[src/rtl/sopot_fir_pkg.sv]
package sopot_fir_pkg;

  localparam int TERMS = 3;

  // full-precision width: sample + shift span + growth of TERMS*taps terms + sign
  function automatic int acc_width(int data_w, int e_min, int e_max, int taps);
    return data_w + (e_max - e_min) + $clog2(TERMS * taps) + 1;
  endfunction

endpackage

[src/rtl/sopot_delay_line.sv]
module sopot_delay_line #(
  parameter int DATA_W = 12,
  parameter int TAPS   = 4
) (
  input  logic                         clk_i,
  input  logic                         rst_ni,
  input  logic                         shift_i,
  input  logic [DATA_W-1:0]            sample_i,
  output logic [TAPS-1:0][DATA_W-1:0]  taps_o
);

  logic [TAPS-1:0][DATA_W-1:0] line_q;

  always_ff @(posedge clk_i or negedge rst_ni) begin
    if (!rst_ni) begin
      line_q <= '0;
    end else if (shift_i) begin
      line_q[0] <= sample_i;
      for (int k = 1; k < TAPS; k++) line_q[k] <= line_q[k-1];
    end
  end

  assign taps_o = line_q;

  p_shift_load_r5: assert property (@(posedge clk_i) disable iff (!rst_ni)
    shift_i |=> taps_o[0] == $past(sample_i));

  p_shift_hold_r5: assert property (@(posedge clk_i) disable iff (!rst_ni)
    !shift_i |=> $stable(taps_o));

endmodule

[src/rtl/sopot_tap.sv]
module sopot_tap
  import sopot_fir_pkg::*;
#(
  parameter int                      DATA_W = 12,
  parameter int                      ACC_W  = 25,
  parameter int                      EXP_W  = 4,
  parameter int                      E_MIN  = -2,
  parameter logic [TERMS-1:0]        NEG    = '0,
  parameter logic [TERMS*EXP_W-1:0]  EXP    = '0
) (
  input  logic                     clk_i,
  input  logic                     rst_ni,
  input  logic                     en_i,
  input  logic signed [DATA_W-1:0] sample_i,
  output logic signed [ACC_W-1:0]  prod_o
);

  logic signed [ACC_W-1:0] ext_w;
  logic signed [ACC_W-1:0] term_w [TERMS];
  logic signed [ACC_W-1:0] prod_d;

  // sample pre-scaled by 2^-E_MIN, so negative exponents need no right shift
  assign ext_w = ACC_W'(sample_i);

  for (genvar i = 0; i < TERMS; i++) begin : g_term
    localparam logic signed [EXP_W-1:0] EV = EXP[i*EXP_W +: EXP_W];
    localparam int SH = int'(EV) - E_MIN;
    assign term_w[i] = ext_w <<< SH;
  end

  always_comb begin
    prod_d = '0;
    for (int i = 0; i < TERMS; i++) begin
      if (NEG[i]) prod_d = prod_d - term_w[i];
      else        prod_d = prod_d + term_w[i];
    end
  end

  always_ff @(posedge clk_i or negedge rst_ni) begin
    if (!rst_ni)   prod_o <= '0;
    else if (en_i) prod_o <= prod_d;
  end

  p_zero_tap_r1: assert property (@(posedge clk_i) disable iff (!rst_ni)
    (en_i && sample_i == '0) |=> prod_o == '0);

  p_prod_hold_r7: assert property (@(posedge clk_i) disable iff (!rst_ni)
    !en_i |=> $stable(prod_o));

endmodule

[src/rtl/sopot_sum.sv]
module sopot_sum #(
  parameter int ACC_W = 25,
  parameter int TAPS  = 4
) (
  input  logic                       clk_i,
  input  logic                       rst_ni,
  input  logic                       en_i,
  input  logic [TAPS-1:0][ACC_W-1:0] prods_i,
  output logic [ACC_W-1:0]           y_o
);

  logic signed [ACC_W-1:0] total_d;

  always_comb begin
    total_d = '0;
    for (int k = 0; k < TAPS; k++) total_d = total_d + $signed(prods_i[k]);
  end

  always_ff @(posedge clk_i or negedge rst_ni) begin
    if (!rst_ni)   y_o <= '0;
    else if (en_i) y_o <= total_d;
  end

  p_out_hold_r7: assert property (@(posedge clk_i) disable iff (!rst_ni)
    !en_i |=> $stable(y_o));

endmodule

[src/rtl/sopot_fir.sv]
module sopot_fir
  import sopot_fir_pkg::*;
#(
  parameter int                         DATA_W   = 12,
  parameter int                         TAPS     = 4,
  parameter int                         EXP_W    = 4,
  parameter int                         E_MIN    = -2,
  parameter int                         E_MAX    = 6,
  // per tap k, term i: field (3k+i); defaults 8+4+1, 16+8+1, 64+2+1, 1+0.5-0.25
  parameter logic [TERMS*TAPS*EXP_W-1:0] TERM_EXP = 48'hEF0016034023,
  parameter logic [TERMS*TAPS-1:0]       TERM_NEG = 12'h800,
  localparam int                        ACC_W    = acc_width(DATA_W, E_MIN, E_MAX, TAPS)
) (
  input  logic              clk_i,
  input  logic              rst_ni,
  input  logic              valid_i,
  input  logic [DATA_W-1:0] sample_i,
  output logic              valid_o,
  output logic [ACC_W-1:0]  y_o
);

  logic [TAPS-1:0][DATA_W-1:0] taps_w;
  logic [TAPS-1:0][ACC_W-1:0]  prods_w;
  logic                        line_v_q;
  logic                        prod_v_q;

  sopot_delay_line #(
    .DATA_W (DATA_W),
    .TAPS   (TAPS)
  ) u_line (
    .clk_i    (clk_i),
    .rst_ni   (rst_ni),
    .shift_i  (valid_i),
    .sample_i (sample_i),
    .taps_o   (taps_w)
  );

  for (genvar k = 0; k < TAPS; k++) begin : g_tap
    logic signed [ACC_W-1:0] prod_w;

    sopot_tap #(
      .DATA_W (DATA_W),
      .ACC_W  (ACC_W),
      .EXP_W  (EXP_W),
      .E_MIN  (E_MIN),
      .NEG    (TERM_NEG[TERMS*k +: TERMS]),
      .EXP    (TERM_EXP[TERMS*k*EXP_W +: TERMS*EXP_W])
    ) u_tap (
      .clk_i    (clk_i),
      .rst_ni   (rst_ni),
      .en_i     (line_v_q),
      .sample_i ($signed(taps_w[k])),
      .prod_o   (prod_w)
    );

    assign prods_w[k] = prod_w;
  end

  sopot_sum #(
    .ACC_W (ACC_W),
    .TAPS  (TAPS)
  ) u_sum (
    .clk_i   (clk_i),
    .rst_ni  (rst_ni),
    .en_i    (prod_v_q),
    .prods_i (prods_w),
    .y_o     (y_o)
  );

  always_ff @(posedge clk_i or negedge rst_ni) begin
    if (!rst_ni) begin
      line_v_q <= 1'b0;
      prod_v_q <= 1'b0;
      valid_o  <= 1'b0;
    end else begin
      line_v_q <= valid_i;
      prod_v_q <= line_v_q;
      valid_o  <= prod_v_q;
    end
  end

  // cycles since reset, so the latency check never looks before reset
  logic [1:0] warm_q;
  always_ff @(posedge clk_i or negedge rst_ni) begin
    if (!rst_ni)              warm_q <= '0;
    else if (warm_q != 2'd3)  warm_q <= warm_q + 2'd1;
  end

  p_latency_r4: assert property (@(posedge clk_i) disable iff (!rst_ni)
    warm_q == 2'd3 |-> valid_o == $past(valid_i, 3));

  p_y_hold_r7: assert property (@(posedge clk_i) disable iff (!rst_ni)
    !valid_o |-> $stable(y_o));

endmodule

[config.mk]
export PLATFORM = sky130hd
export DESIGN_NAME = sopot_fir
export DESIGN_NICKNAME = d
export VERILOG_FILES = /design/src/rtl/sopot_fir_pkg.sv /design/src/rtl/sopot_delay_line.sv /design/src/rtl/sopot_tap.sv /design/src/rtl/sopot_sum.sv /design/src/rtl/sopot_fir.sv
export SDC_FILE = /design/constraint.sdc
export NUM_CORES = 1
export LEC_CHECK = 0
export CORE_AREA = 5 5 111 191
export DETAILED_ROUTE_END_ITERATION = 10
export DIE_AREA = 0 0 116 196
export PLACE_DENSITY_LB_ADDON = 0.2
export SYNTH_ARGS = -nofsm -noshare
export SYNTH_HDL_FRONTEND = slang
export SYNTH_SLANG_ARGS = --single-unit
[constraint.sdc]
create_clock -name clk_i -period 4 [get_ports clk_i]
set_input_delay 0.8 -clock clk_i [delete_from_list [all_inputs] [get_ports clk_i]]
set_output_delay 0.8 -clock clk_i [all_outputs]
set_load 0.03 [all_outputs]
==> results_tabular.tex, run 1 <==
\begin{tabular}{lr}
\hline
Metric & Value \\
\hline
\multicolumn{2}{l}{\textbf{Outcome}} \\
Result of the run & finished, final reports clean \\
\multicolumn{2}{l}{\textbf{Critical path}} \\
Internal reg-to-reg setup slack & 0.39 ns \\
Arrival time at the worst endpoint & 3.95 ns \\
Kind of launch point of the worst setup path & register \\
Endpoint type of the worst setup path & register \\
Max Fanout on Critical Path & 4 \\
Worst setup path class & register to register \\
Data required time of the critical path & approximately 4.3 ns \\
\multicolumn{2}{l}{\textbf{CTS}} \\
Quantity of gates resized following cts & 0 \\
Buffer count from post-CTS setup fixing & 0 \\
Number of sinks driven by the clock tree & 145 \\
Clock-pin slew on the worst setup and hold paths & 0.06 ns \\
Maximum number of buffers from clock root to sink & 2 \\
Clock insertion delay at the later pin of the skew report & $\sim$0.44 ns \\
CTS H-Tree Depth & 4 \\
Cts bufs inserted & 17 \\
CTS Hold Bufs & 0 \\
TritonCTS clock tree & done \\
Cell at the root of the clock tree & clkbuf\_16 \\
\multicolumn{2}{l}{\textbf{Final layout}} \\
Post-Route Utilization & 60.0\% \\
Area added between synthesis and finish & 11.9\% \\
Leading cell type in the layout, fill and taps excluded & inv\_1 \\
Final non-filler cell total & 1322 \\
Share of post-route cells with drive strength above 1 & between 10\% and 20\% \\
Fin nets & 1244 \\
Antenna diode count & 0 \\
Top library cells by usage in the layout, fill and taps aside & inv\_1, dfrtp\_1, ha\_1, o21ai\_0, fa\_1 \\
\multicolumn{2}{l}{\textbf{Routing}} \\
Total iterations of the first detailed-routing run & 4 \\
DRC Markers & 0 \\
Total length of routed wires & roughly 22 mm \\
Iter 0 DRT Violations & between 300 and 400 \\
Routed length per placed instance & between 15 and 20 um \\
Total via count after detailed routing & a little over 7000 \\
Avg Vias per Cell & 5.50 \\
Final ANT Viol Nets & 0 \\
\multicolumn{2}{l}{\textbf{Synthesis}} \\
Post-synth ARST share & 100\% \\
Post-synthesis cell type count & 65 \\
Dominant synthesized flop cell & dfrtp\_1 \\
Number of synthesized flops with an enable pin & 0 \\
Post-synthesis sequential area ratio & 34.6\% \\
Mapped cell area & 10500 um\^{}2 \\
Synth Warn \# & 0 \\
Synthesized area per cell & 10.2 um\^{}2 \\
Number of instances in the synthesized netlist & 1026 \\
Register bit total from synthesis & around 150 \\
Synthesized net count & 1206 \\
\multicolumn{2}{l}{\textbf{Timing}} \\
Post-layout minimum cycle time & 3.61 ns \\
RSZ-0062 raised after global routing & no \\
Hold Violations, Final & 0 \\
Tcrit/Tclk final & 90.2\% \\
Accumulated negative setup slack & 0 ns \\
Final setup skew & 0.0117 ns \\
Slew Limit Headroom & 42.5\% \\
Max Clock Freq & 277 MHz \\
Number of setup violations in the final report & 0 \\
Slew at the pin closest to its max-slew limit & 0.863 ns \\
Fin. max-slew vios & 0 \\
\multicolumn{2}{l}{\textbf{Global routing}} \\
Largest net degree at the start of global routing & 90 \\
Total global routing track utilization & 20.9\% \\
Number of antenna violations at the first check in global routing & 0 \\
First-pass GRT wire length & 37.5 mm \\
Via count of the first global-routing pass & roughly 7800 \\
Overflow left after global routing & 0 \\
\multicolumn{2}{l}{\textbf{Die}} \\
Site Rows & 68 \\
Standard cell core area & approximately 20000 um\^{}2 \\
Initial Util & 53.6\% \\
Area of the die & 22700 um\^{}2 \\
Die Y & 196 um \\
X dimension of the die & 116 um \\
Top-level port count & 41 \\
\multicolumn{2}{l}{\textbf{Placement}} \\
Buffers added on ports & 40 \\
Final HPWL from detailed placement & about 16 mm \\
GPL Wtd Cong & 0.826 \\
Number of placed instances, taps included & 1290 \\
\multicolumn{2}{l}{\textbf{Job}} \\
Max cap viols & 0 \\
\multicolumn{2}{l}{\textbf{Min path}} \\
Type of the worst min-delay path & input pin to async pin \\
\hline
\end{tabular}
==> final timing paths <==
kind,start,end,depth (start not counted)
max,g_tap[0].u_tap.prod_o[3]$_DFFE_PN0P_,u_sum.y_o[21]$_DFFE_PN0P_,13
max reg2reg,g_tap[0].u_tap.prod_o[3]$_DFFE_PN0P_,u_sum.y_o[21]$_DFFE_PN0P_,13
min,rst_ni,u_line.taps_o[2]$_DFFE_PN0P_,1
min in group clk_i,u_sum.y_o[7]$_DFFE_PN0P_,u_sum.y_o[7]$_DFFE_PN0P_,1
max in group asynchronous,rst_ni,u_sum.y_o[24]$_DFFE_PN0P_,2
min reg2reg,u_sum.y_o[7]$_DFFE_PN0P_,u_sum.y_o[7]$_DFFE_PN0P_,1
==> metrics by stage <==
step	setup slack (ns)	hold slack, ns	area [um^2]
4_1_cts	0.353	0.476	11700
6_report	0.393	0.434	11700
3_3_place_gp	0.430	0.464	11200
3_5_place_dp	0.365	0.471	11200
2_1_floorplan	0.666	0.390	10500
5_1_grt	0.178	0.507	11700
==> cell type report <==
class / count / area [um^2]
multi-input combinational: 700 / 6190
clock inverter: 14 / 153
fill: 1697 / 7830
sequential: 145 / 3630
tap: 245 / 307
inverter: 156 / 586
timing repair buffer: 44 / 439
clock buffer: 18 / 439
==> cell families (layout without fill, tap and decap cells) <==
kind of cell | Yosys count | in the layout | synth area share (%)
mux | 67 | 67 | 7.03
buf+inv | 181 | 232 | 6.48
xor+xnor | 43 | 43 | 3.59
compound gates | 244 | 244 | 15.0
fa+ha+maj | 165 | 165 | 25.5
simple gates | 181 | 181 | 7.83
flops | 145 | 145 | 34.6
==> flip-flops by register name, summed over array words and instances, names as in the netlist <==
| register | count |
|---|---|
| prod_v_q | 1 |
| valid_o | 1 |
| u_line.taps_o | 48 |
| line_v_q | 1 |
| u_sum.y_o | 25 |
| g_tap.u_tap.prod_o | 69 |
==> layer usage <==
layer / routed length [um] / GRT usage [%]
met5: 0 / 0
met4: 691 / 8.47
met3: 697 / 3.86
met2: 11800 / 38.2
met1: 8410 / 23.5
==> synthesized netlist by cell type, types with 12 or more instances <==
library cell	count	area, um^2
a21o_1	24	180
a21oi_1	45	225
clkbuf_1	19	71.3
dfrtp_1	145	3630
fa_1	81	1620
ha_1	84	1050
inv_1	156	586
mux2_2	54	608
mux2i_1	13	130
nand2_1	71	267
nor2_1	45	169
nor3_1	14	70.1
o21ai_0	83	415
or3_1	12	75.1
xnor2_1	22	193
xor2_1	21	184
==> worst max-delay path, cell delays in order, from the launching register on <==
cell       delay (ns)
dfrtp_1          0.32
inv_1            0.07
fa_1             0.55
inv_1            0.06
fa_1             0.45
ha_1             0.25
fa_1             0.43
a211oi_1         0.30
nor2_2           0.11
o2111ai_2        0.26
a21oi_1          0.16
o21a_1           0.22
o21a_1           0.16
o31ai_1          0.18
Power of run 1 is not shown: default switching activity piles up to over one toggle a cycle in this logic, so the estimate is an artifact.
==> inputs of run 2 (changes only) <==
--- a/config.mk
+++ b/config.mk
@@ -6,8 +6,10 @@
 export NUM_CORES = 1
 export LEC_CHECK = 0
 export CORE_AREA = 5 5 111 191
+export CTS_CLUSTER_SIZE = 20
 export DETAILED_ROUTE_END_ITERATION = 10
 export DIE_AREA = 0 0 116 196
+export HOLD_SLACK_MARGIN = 0.05
 export PLACE_DENSITY_LB_ADDON = 0.2
 export SYNTH_ARGS = -nofsm -noshare
 export SYNTH_HDL_FRONTEND = slang
==> results of run 2 <==
Final layout, timing and power as in run 1 (identical DEF).
Power of run 2 is left out for the same reason.
